$ cat src/rtl/dacb_pkg.sv
package dacb_pkg;
  localparam int ADDR_W  = 2;
  localparam int BYTE_W  = 8;
  localparam int DAC_W   = 10;
  localparam int LO_BITS = DAC_W - BYTE_W;
  localparam logic [ADDR_W-1:0] ADDR_LO = 2'd0;
  localparam logic [ADDR_W-1:0] ADDR_HI = 2'd1;
endpackage

$ cat src/rtl/dacb_hold.sv
module dacb_hold
  import dacb_pkg::*;
(
  input  logic              clk,
  input  logic              rst,
  input  logic              wr_en,
  input  logic [ADDR_W-1:0] wr_addr,
  input  logic [BYTE_W-1:0] wr_data,
  output logic              hi_wr_o,
  output logic [DAC_W-1:0]  pair_o
);
  logic [BYTE_W-1:0]  hi_q;
  logic [LO_BITS-1:0] lo_q;      // bus-visible low byte, only the used bits
  logic [LO_BITS-1:0] lo_cmt_q;  // low bits committed by the last high write
  logic               lo_wr;

  assign lo_wr   = wr_en && (wr_addr == ADDR_LO);
  assign hi_wr_o = wr_en && (wr_addr == ADDR_HI);

  always_ff @(posedge clk) begin
    if (rst) begin
      hi_q     <= '0;
      lo_q     <= '0;
      lo_cmt_q <= '0;
    end else begin
      if (lo_wr)   lo_q <= wr_data[BYTE_W-1 -: LO_BITS];
      if (hi_wr_o) begin
        hi_q     <= wr_data;
        lo_cmt_q <= lo_q;
      end
    end
  end

  // A high write in flight wins over the stored pair
  always_comb begin
    if (hi_wr_o) pair_o = {wr_data, lo_q};
    else         pair_o = {hi_q, lo_cmt_q};
  end

  // a lone low write leaves the committed low bits alone
  p_lo_cmt_hold_r8: assert property (@(posedge clk) disable iff (rst)
    (lo_wr && !hi_wr_o) |=> $stable(lo_cmt_q));
  // a high write commits the low bits held before it
  p_commit_r1: assert property (@(posedge clk) disable iff (rst)
    hi_wr_o |=> (lo_cmt_q == $past(lo_q)));
endmodule

$ cat src/rtl/dacb_trig.sv
module dacb_trig #(
  parameter int NUM_TRIG = 8,
  parameter int SEL_W    = 3
) (
  input  logic                clk,
  input  logic                rst,
  input  logic [NUM_TRIG-1:0] trig_i,
  input  logic [SEL_W-1:0]    sel_i,
  output logic                pulse_o
);
  localparam int SEL_N = 1 << SEL_W;

  logic [SEL_N-1:0] edge_w;

  for (genvar i = 0; i < SEL_N; i++) begin : g_line
    if (i < NUM_TRIG) begin : g_used
      logic s1_q, s2_q, s3_q;
      always_ff @(posedge clk) begin
        if (rst) begin
          s1_q <= 1'b0;
          s2_q <= 1'b0;
          s3_q <= 1'b0;
        end else begin
          s1_q <= trig_i[i];
          s2_q <= s1_q;
          s3_q <= s2_q;
        end
      end
      assign edge_w[i] = s2_q & ~s3_q;
    end else begin : g_unused
      assign edge_w[i] = 1'b0;
    end
  end

  assign pulse_o = edge_w[sel_i];

  // one edge gives a single-cycle pulse
  p_pulse_single_r6: assert property (@(posedge clk) disable iff (rst)
    pulse_o |=> !(pulse_o && $stable(sel_i)));
endmodule

$ cat src/rtl/dac_dbuf.sv
module dac_dbuf
  import dacb_pkg::*;
#(
  parameter int NUM_TRIG = 8,
  parameter int SEL_W    = 3
) (
  input  logic                clk,
  input  logic                rst,
  input  logic                wr_en,
  input  logic [ADDR_W-1:0]   wr_addr,
  input  logic [BYTE_W-1:0]   wr_data,
  input  logic                trig_mode,
  input  logic [SEL_W-1:0]    trig_sel,
  input  logic [NUM_TRIG-1:0] trig_in,
  output logic [DAC_W-1:0]    dac_out
);
  logic             hi_wr;
  logic [DAC_W-1:0] pair;
  logic             trig_pulse;
  logic             load;

  dacb_hold i_hold (
    .clk     (clk),
    .rst     (rst),
    .wr_en   (wr_en),
    .wr_addr (wr_addr),
    .wr_data (wr_data),
    .hi_wr_o (hi_wr),
    .pair_o  (pair)
  );

  dacb_trig #(.NUM_TRIG(NUM_TRIG), .SEL_W(SEL_W)) i_trig (
    .clk     (clk),
    .rst     (rst),
    .trig_i  (trig_in),
    .sel_i   (trig_sel),
    .pulse_o (trig_pulse)
  );

  assign load = trig_mode ? trig_pulse : hi_wr;

  always_ff @(posedge clk) begin
    if (rst)       dac_out <= '0;
    else if (load) dac_out <= pair;
  end

  // reset clears the shadow
  p_reset_zero_r10: assert property (@(posedge clk)
    rst |=> (dac_out == '0));
  // immediate-mode high write shows the written byte in the upper bits
  p_imm_load_r3: assert property (@(posedge clk) disable iff (rst)
    (!trig_mode && wr_en && wr_addr == ADDR_HI) |=> (dac_out[DAC_W-1 -: BYTE_W] == $past(wr_data)));
  // a lone low write does not move the output
  p_lo_only_r4: assert property (@(posedge clk) disable iff (rst)
    (wr_en && wr_addr == ADDR_LO && !(trig_mode && trig_pulse)) |=> $stable(dac_out));
  // in triggered mode a high write alone leaves the output
  p_trig_no_wr_r5: assert property (@(posedge clk) disable iff (rst)
    (trig_mode && wr_en && wr_addr == ADDR_HI && !trig_pulse) |=> $stable(dac_out));
  // unmapped addresses change nothing
  p_bad_addr_r11: assert property (@(posedge clk) disable iff (rst)
    (wr_en && wr_addr > ADDR_HI && !(trig_mode && trig_pulse)) |=> $stable(dac_out));
endmodule

$ cat config.mk
export PLATFORM = sky130hd
export DESIGN_NAME = dac_dbuf
export DESIGN_NICKNAME = d
export VERILOG_FILES = /design/src/rtl/dacb_pkg.sv /design/src/rtl/dacb_hold.sv /design/src/rtl/dacb_trig.sv /design/src/rtl/dac_dbuf.sv
export SDC_FILE = /design/constraint.sdc
export NUM_CORES = 1
export LEC_CHECK = 0
export BUFFER_PORTS_ARGS = -buffer_cell sky130_fd_sc_hd__buf_2
export CAP_MARGIN = 20
export CORE_MARGIN = 1.5
export CORE_UTILIZATION = 30
export DETAILED_ROUTE_END_ITERATION = 8
export PLACE_DENSITY_LB_ADDON = 0.1
export SYNTH_ARGS = -nofsm -noshare
export SYNTH_HDL_FRONTEND = slang
export SYNTH_SLANG_ARGS = --single-unit
$ cat constraint.sdc
create_clock -name clk -period 2.65 [get_ports clk]
set_input_delay 0.265 -clock clk [delete_from_list [all_inputs] [get_ports clk]]
set_output_delay 0.265 -clock clk [all_outputs]
set_load 0.1 [all_outputs]
# Word-level counts from Yosys, hierarchy flattened
# Cells that the tools add are included.
[op_classes]
magnitude_cmp = 1
eq_ne = 1
mux = 4
n_bitwise = 16
n_reduce_logical = 3
[ops]
columns = ["op", "count"]
rows = [
  ["two-way mux 10 bit", 1],
  ["bitwise AND 1 bit", 8],
  ["NOT 1 bit", 8],
  ["less-than comparator 3 x 4 -> 1 bit (second input constant)", 1],
  ["binary-select mux 1 bit (select 3 bit)", 1],
  ["equality test 2 x 1 -> 1 bit (second input constant)", 1],
  ["logical AND 1 bit", 2],
  ["zero test 2 bit", 1],
  ["two-way mux 1 bit", 2],
]
[totals]
register_bits = 46
elab_cells = 53

# Depth between registers and ports, before layout
[logic_depth]
ltp_word = 5
mapped_depth = 7
ltp_nobuf = 5

# Modules after synthesis
# Synthesis repeated with hierarchy kept, for this count alone.
[unflattened]
cells_unflattened = 177
area_unflattened_um2 = 1901.8
[by_module_without_submodules]
columns = ["mod", "n_inst", "cells_per_inst", "area_per_inst_um2"]
rows = [
  ["dacb_trig", 1, 73, 778.2],
  ["dacb_hold", 1, 60, 669.4],
  ["dac_dbuf", 1, 44, 454.2],
]

# Worst setup path before layout
# Ideal clock, no wire load.
[synth_path]
path_type = "in2reg"
from = "input trig_sel[0]"
to = "register dac_out[0]"
setup_time_ns = 0.121
arrival_time_ns = 1.403
required_ns = 2.529
setup_slack_ns = 1.125
stages = 6
n_path_buf = 2
cell_sequence = "buf_6 > a311o_1 > nand4b_1 > o211a_1 > buf_6 > mux2_4"
[synth_via]
elab_chain_len = 3
[synth_lines]
columns = ["item", "line", "text"]
rows = [
  ["start: declaration", "dac_dbuf.sv:13", "input logic [SEL_W-1:0] trig_sel,"],
  ["binary-select mux 1 bit (select 3 bit)", "dacb_trig.sv:35", "assign pulse_o = edge_w[sel_i];"],
  ["two-way mux 1 bit (not written as such)", "dacb_trig.sv:35", ""],
  ["two-way mux 1 bit", "dac_dbuf.sv:40", "assign load = trig_mode ? trig_pulse : hi_wr;"],
  ["end signal: assignment", "dac_dbuf.sv:44", "else if (load) dac_out <= pair;"],
  ["end: declaration", "dac_dbuf.sv:15", "output logic [DAC_W-1:0] dac_out"],
]
# No other way between the ends. The select of a mux whose other input is x is not followed.
# A chain may end at the register's enable or synchronous reset.

# Worst setup path after layout
[layout_path]
from = "register i_trig.g_line[0].g_used.s2_q"
to = "register dac_out[7]"
[layout_via]
elab_chain_len = 4
[layout_lines]
columns = ["item", "line", "text"]
rows = [
  ["start: declaration", "dacb_trig.sv:17", "logic s1_q, s2_q, s3_q;"],
  ["start signal: assignment", "dacb_trig.sv:25", "s2_q <= s1_q;"],
  ["bitwise AND 1 bit", "dacb_trig.sv:29", "assign edge_w[i] = s2_q & ~s3_q;"],
  ["binary-select mux 1 bit (select 3 bit)", "dacb_trig.sv:35", ""],
  ["two-way mux 1 bit (not written as such)", "dacb_trig.sv:35", ""],
  ["two-way mux 1 bit", "dac_dbuf.sv:40", ""],
]
# No other way between the ends. The select of a mux whose other input is x is not followed.

==> metrics.md <==
| Metric | Value |
|---|---|
| M1 WL | `roughly 1300 µm` |
| Clk buf depth | `2` |
| Initial core utilization | `0.315` |
| Worst vdd ir | `0.000297 V` |
| Hold_sp | `trig_in[7]` |
| # hold bufs at CTS | `0` |
| Synthesized area | `around 0.0016 mm²` |
| Vias in the first global route | `about 1k` |
| Avg Synthesized Cell Area | `~12 µm²` |
| Routed Antenna Nets | `0` |
| FF/Latch Area | `921 µm²` |
| Max Slew Vio Count | `0` |
| Fillers | `around 540` |
| Reg2reg start | `i_trig.g_line[0].g_used.s2_q$_SDFF_PP0_` |
| Drt drc | `0` |
| Slew headroom | `0.460` |
| Post-CTS Resized | `0` |
| Fraction of layout cells with a size suffix above 1 | `0.299` |
| Status | `complete, no violations` |
| RSZ-0062 raised after global routing | `false` |
| Met3 Wirelength | `about 160 µm` |
| PwrDens | `between 600 and 700 mW/mm²` |
| Worst-skew pair later-pin latency | `about 290 ps` |
| Hold crit path type | `input pin to flop` |
| Yosys warns | `0` |
| Initial DRT Pass Iterations | `4` |
| Initial drt markers | `39` |
| LEAKAGE | `0.890 nW` |
| Top cells by area, synth | `dfxtp_1 (57%), nor2b_1 (13%), mux2_4 (9.3%)` |
| # nets final | `around 200` |
| Worst Path Max Fanout | `10` |
| Placed Instances | `between 200 and 250` |
| Critical path class | `flop to flop` |
| Multi-input gate area | `about 640 µm²` |
| Crit end category | `flop` |
| Initial antenna violation count | `0` |
| Die footprint | `0.00584 mm²` |
| Number of antenna diodes | `0` |
| H-tree depth | `2` |
| Fin. Hold Viols | `0` |
| Unique cell type count in the Yosys netlist | `20` |
| Top routing layer in use | `met4` |
| MaxCap Viol Count | `0` |
| Slew @ Worst Pin | `approximately 800 ps` |
| Sequential share of the synthesized area | `0.569` |
| Via count | `roughly 1.0k` |
| Grt total ovfl | `0` |
| Detailed route wirelength on metal2 | `about 1200 µm` |
| CP Cell Sequence | `nor3b_2 -> a311o_1 -> nand4b_1 -> o211a_1 -> mux2_4` |
| WP data required | `roughly 2800 ps` |
| Final Non-Filler Cells | `244` |
| Hold Crit Endpoint | `i_trig.g_line[7].g_used.s1_q$_SDFF_PP0_` |
| Routed len/inst | `11.1 µm` |
| Min-Delay Path Depth | `2` |
| Crit path arrival time | `1990 ps` |
| Final min period | `about 1800 ps` |
| Routed WL | `2710 µm` |
| Syn Nets | `roughly 160` |
| Setup TNS | `0 ps` |
| Post-synth top area share | `0.569` |
| Reg clk slew, reported paths | `around 80 ps` |
| Slowest CP cell | `o211a_1` |
| Final Setup Violations | `0` |
| # IOs | `35` |
| R2R cell count | `5` |
| Core ar. | `0.00514 mm²` |
| Routability cong. | `approximately 0.67` |
| Die Y | `76.4 µm` |
| Synth area leader | `dfxtp_1` |
| Reg2reg setup slack | `~840 ps` |
| Num rows | `26` |
| Largest net degree at the start of global routing | `47` |
| Part of the cycle the worst path needs | `0.683` |
| Port bufs | `34` |
| Yosys reg bits | `46` |
| Total GRT Usage | `0.102` |
| Vias per inst | `around 4.1` |
| Reg2reg end | `dac_out[7]$_SDFFE_PP0P_` |
| Total CTS buffers | `5` |
| Final Skew | `between 3 and 4 ps` |
| CTS tree | `yes` |
| Max incr delay on CP | `between 500 and 600 ps` |
| Area growth, synth to finish | `20.1%` |
| Root buffer cell | `clkbuf_8` |
| Startpoint types | `flop` |
| Clk sink count | `46` |
| Syn Inst Count | `139` |
| Achievable Freq | `552 MHz` |
| Post-CTS Setup Repair Bufs | `0` |
| First-pass GRT wire length | `4640 µm` |
| DP Wirelength | `1800 µm` |
| Die X | `76.4 µm` |
-- routing by layer --
layer,global-route usage,up-vias
li1,-,522
met5,0,-
met3,0.0395,7
met2,0.157,27
met1,0.123,447
met4,0.0556,0
-- cells in the final DEF, fill, tap and decap left out --
master,count
nor2b_1,33
buf_4,1
inv_1,2
o221ai_1,2
bufinv_16,1
nand2_1,3
mux2_4,10
o32ai_1,1
dfxtp_1,46
clkbuf_1,2
buf_2,34
o211a_1,1
nor3b_2,1
a311o_1,1
clkbuf_8,5
nor3b_1,1
nand4b_1,1
mux2i_1,12
nor2_1,13
or2b_1,2
o2111ai_1,1
nand3b_1,1
-- report_power, final --
| group | internal, mW | total [mW] | switching (mW) |
|---|---|---|---|
| clock network | 0.282 | 0.500 | 0.218 |
| registers | 0.713 | 0.720 | 0.00660 |
| logic | 0.0440 | 0.105 | 0.0608 |
-- sequential cells by signal, summed over array words and instances, names as in the netlist --
register / cells
i_trig.g_line.g_used.s1_q: 8
i_hold.hi_q: 8
i_trig.g_line.g_used.s2_q: 8
i_hold.lo_q: 2
dac_out: 10
i_trig.g_line.g_used.s3_q: 8
i_hold.lo_cmt_q: 2
-- worst max path at each step --
| stage | start | endpoint | slack, ps | cells after the start |
|---|---|---|---|---|
| CTS | i_trig.g_line[0].g_used.s2_q$_SDFF_PP0_ | dac_out[7]$_SDFFE_PP0P_ | 820 | 5 |
| detailed placement | trig_sel[0] | dac_out[7]$_SDFFE_PP0P_ | 770 | 5 |
| global placement | trig_sel[0] | dac_out[1]$_SDFFE_PP0P_ | 790 | 5 |
| finish | i_trig.g_line[0].g_used.s2_q$_SDFF_PP0_ | dac_out[7]$_SDFFE_PP0P_ | 840 | 5 |
| global route | i_trig.g_line[0].g_used.s2_q$_SDFF_PP0_ | dac_out[2]$_SDFFE_PP0P_ | 770 | 5 |
| floorplan | trig_sel[0] | dac_out[0]$_SDFFE_PP0P_ | 1130 | 6 |
-- synth_stat cells --
library cell / n
nor2b_1: 33
nor3b_1: 1
nor2_1: 13
mux2i_1: 12
nand2_1: 3
dfxtp_1: 46
o221ai_1: 2
a311o_1: 1
or2b_1: 2
buf_6: 2
o2111ai_1: 1
o211a_1: 1
buf_2: 1
nor3b_2: 1
mux2_4: 10
nand3b_1: 1
o32ai_1: 1
nand4b_1: 1
clkbuf_1: 5
inv_1: 2
-- cell type report --
type	instances	area share
inverter	2	0.00386
tap	70	0.0451
sequential	46	0.474
clock inverter	1	0.0155
multi-input combinational	83	0.331
clock buffer	7	0.0393
timing repair buffer	35	0.0914
-- logic make-up (layout without fill, tap and decap cells) --
family / count (synthesis) / after routing / synth area share
mux: 22 / 22 / 0.167
buf+inv: 10 / 45 / 0.0333
compound gates: 6 / 6 / 0.0340
flops: 46 / 46 / 0.569
simple gates: 55 / 55 / 0.196
-- worst max-delay path, delay by kind of cell (launching register included) --
family | cells | cell delay, ps
and+or+nand+nor | 2 | 230
muxes | 1 | 350
AOI/OAI and AO/OA | 2 | 790
DFF | 1 | 320
-- through the flow --
| stage | util | setup slack (ps) | power, mW | hold slack [ps] | cell area (µm²) |
|---|---|---|---|---|---|
| after floorplan | - | 1130 | 0.813 | 393 | 1620 |
| after CTS | 0.378 | 824 | 1.35 | 166 | 1940 |
| after detailed placement | 0.357 | 769 | 0.842 | 420 | 1840 |
| after global routing | 0.378 | 765 | 1.38 | 177 | 1940 |
| after global placement | 0.357 | 792 | 0.840 | 420 | 1840 |
| final | 0.378 | 839 | 1.32 | 179 | 1940 |
Note: power is estimated with default switching activity, not from simulation.
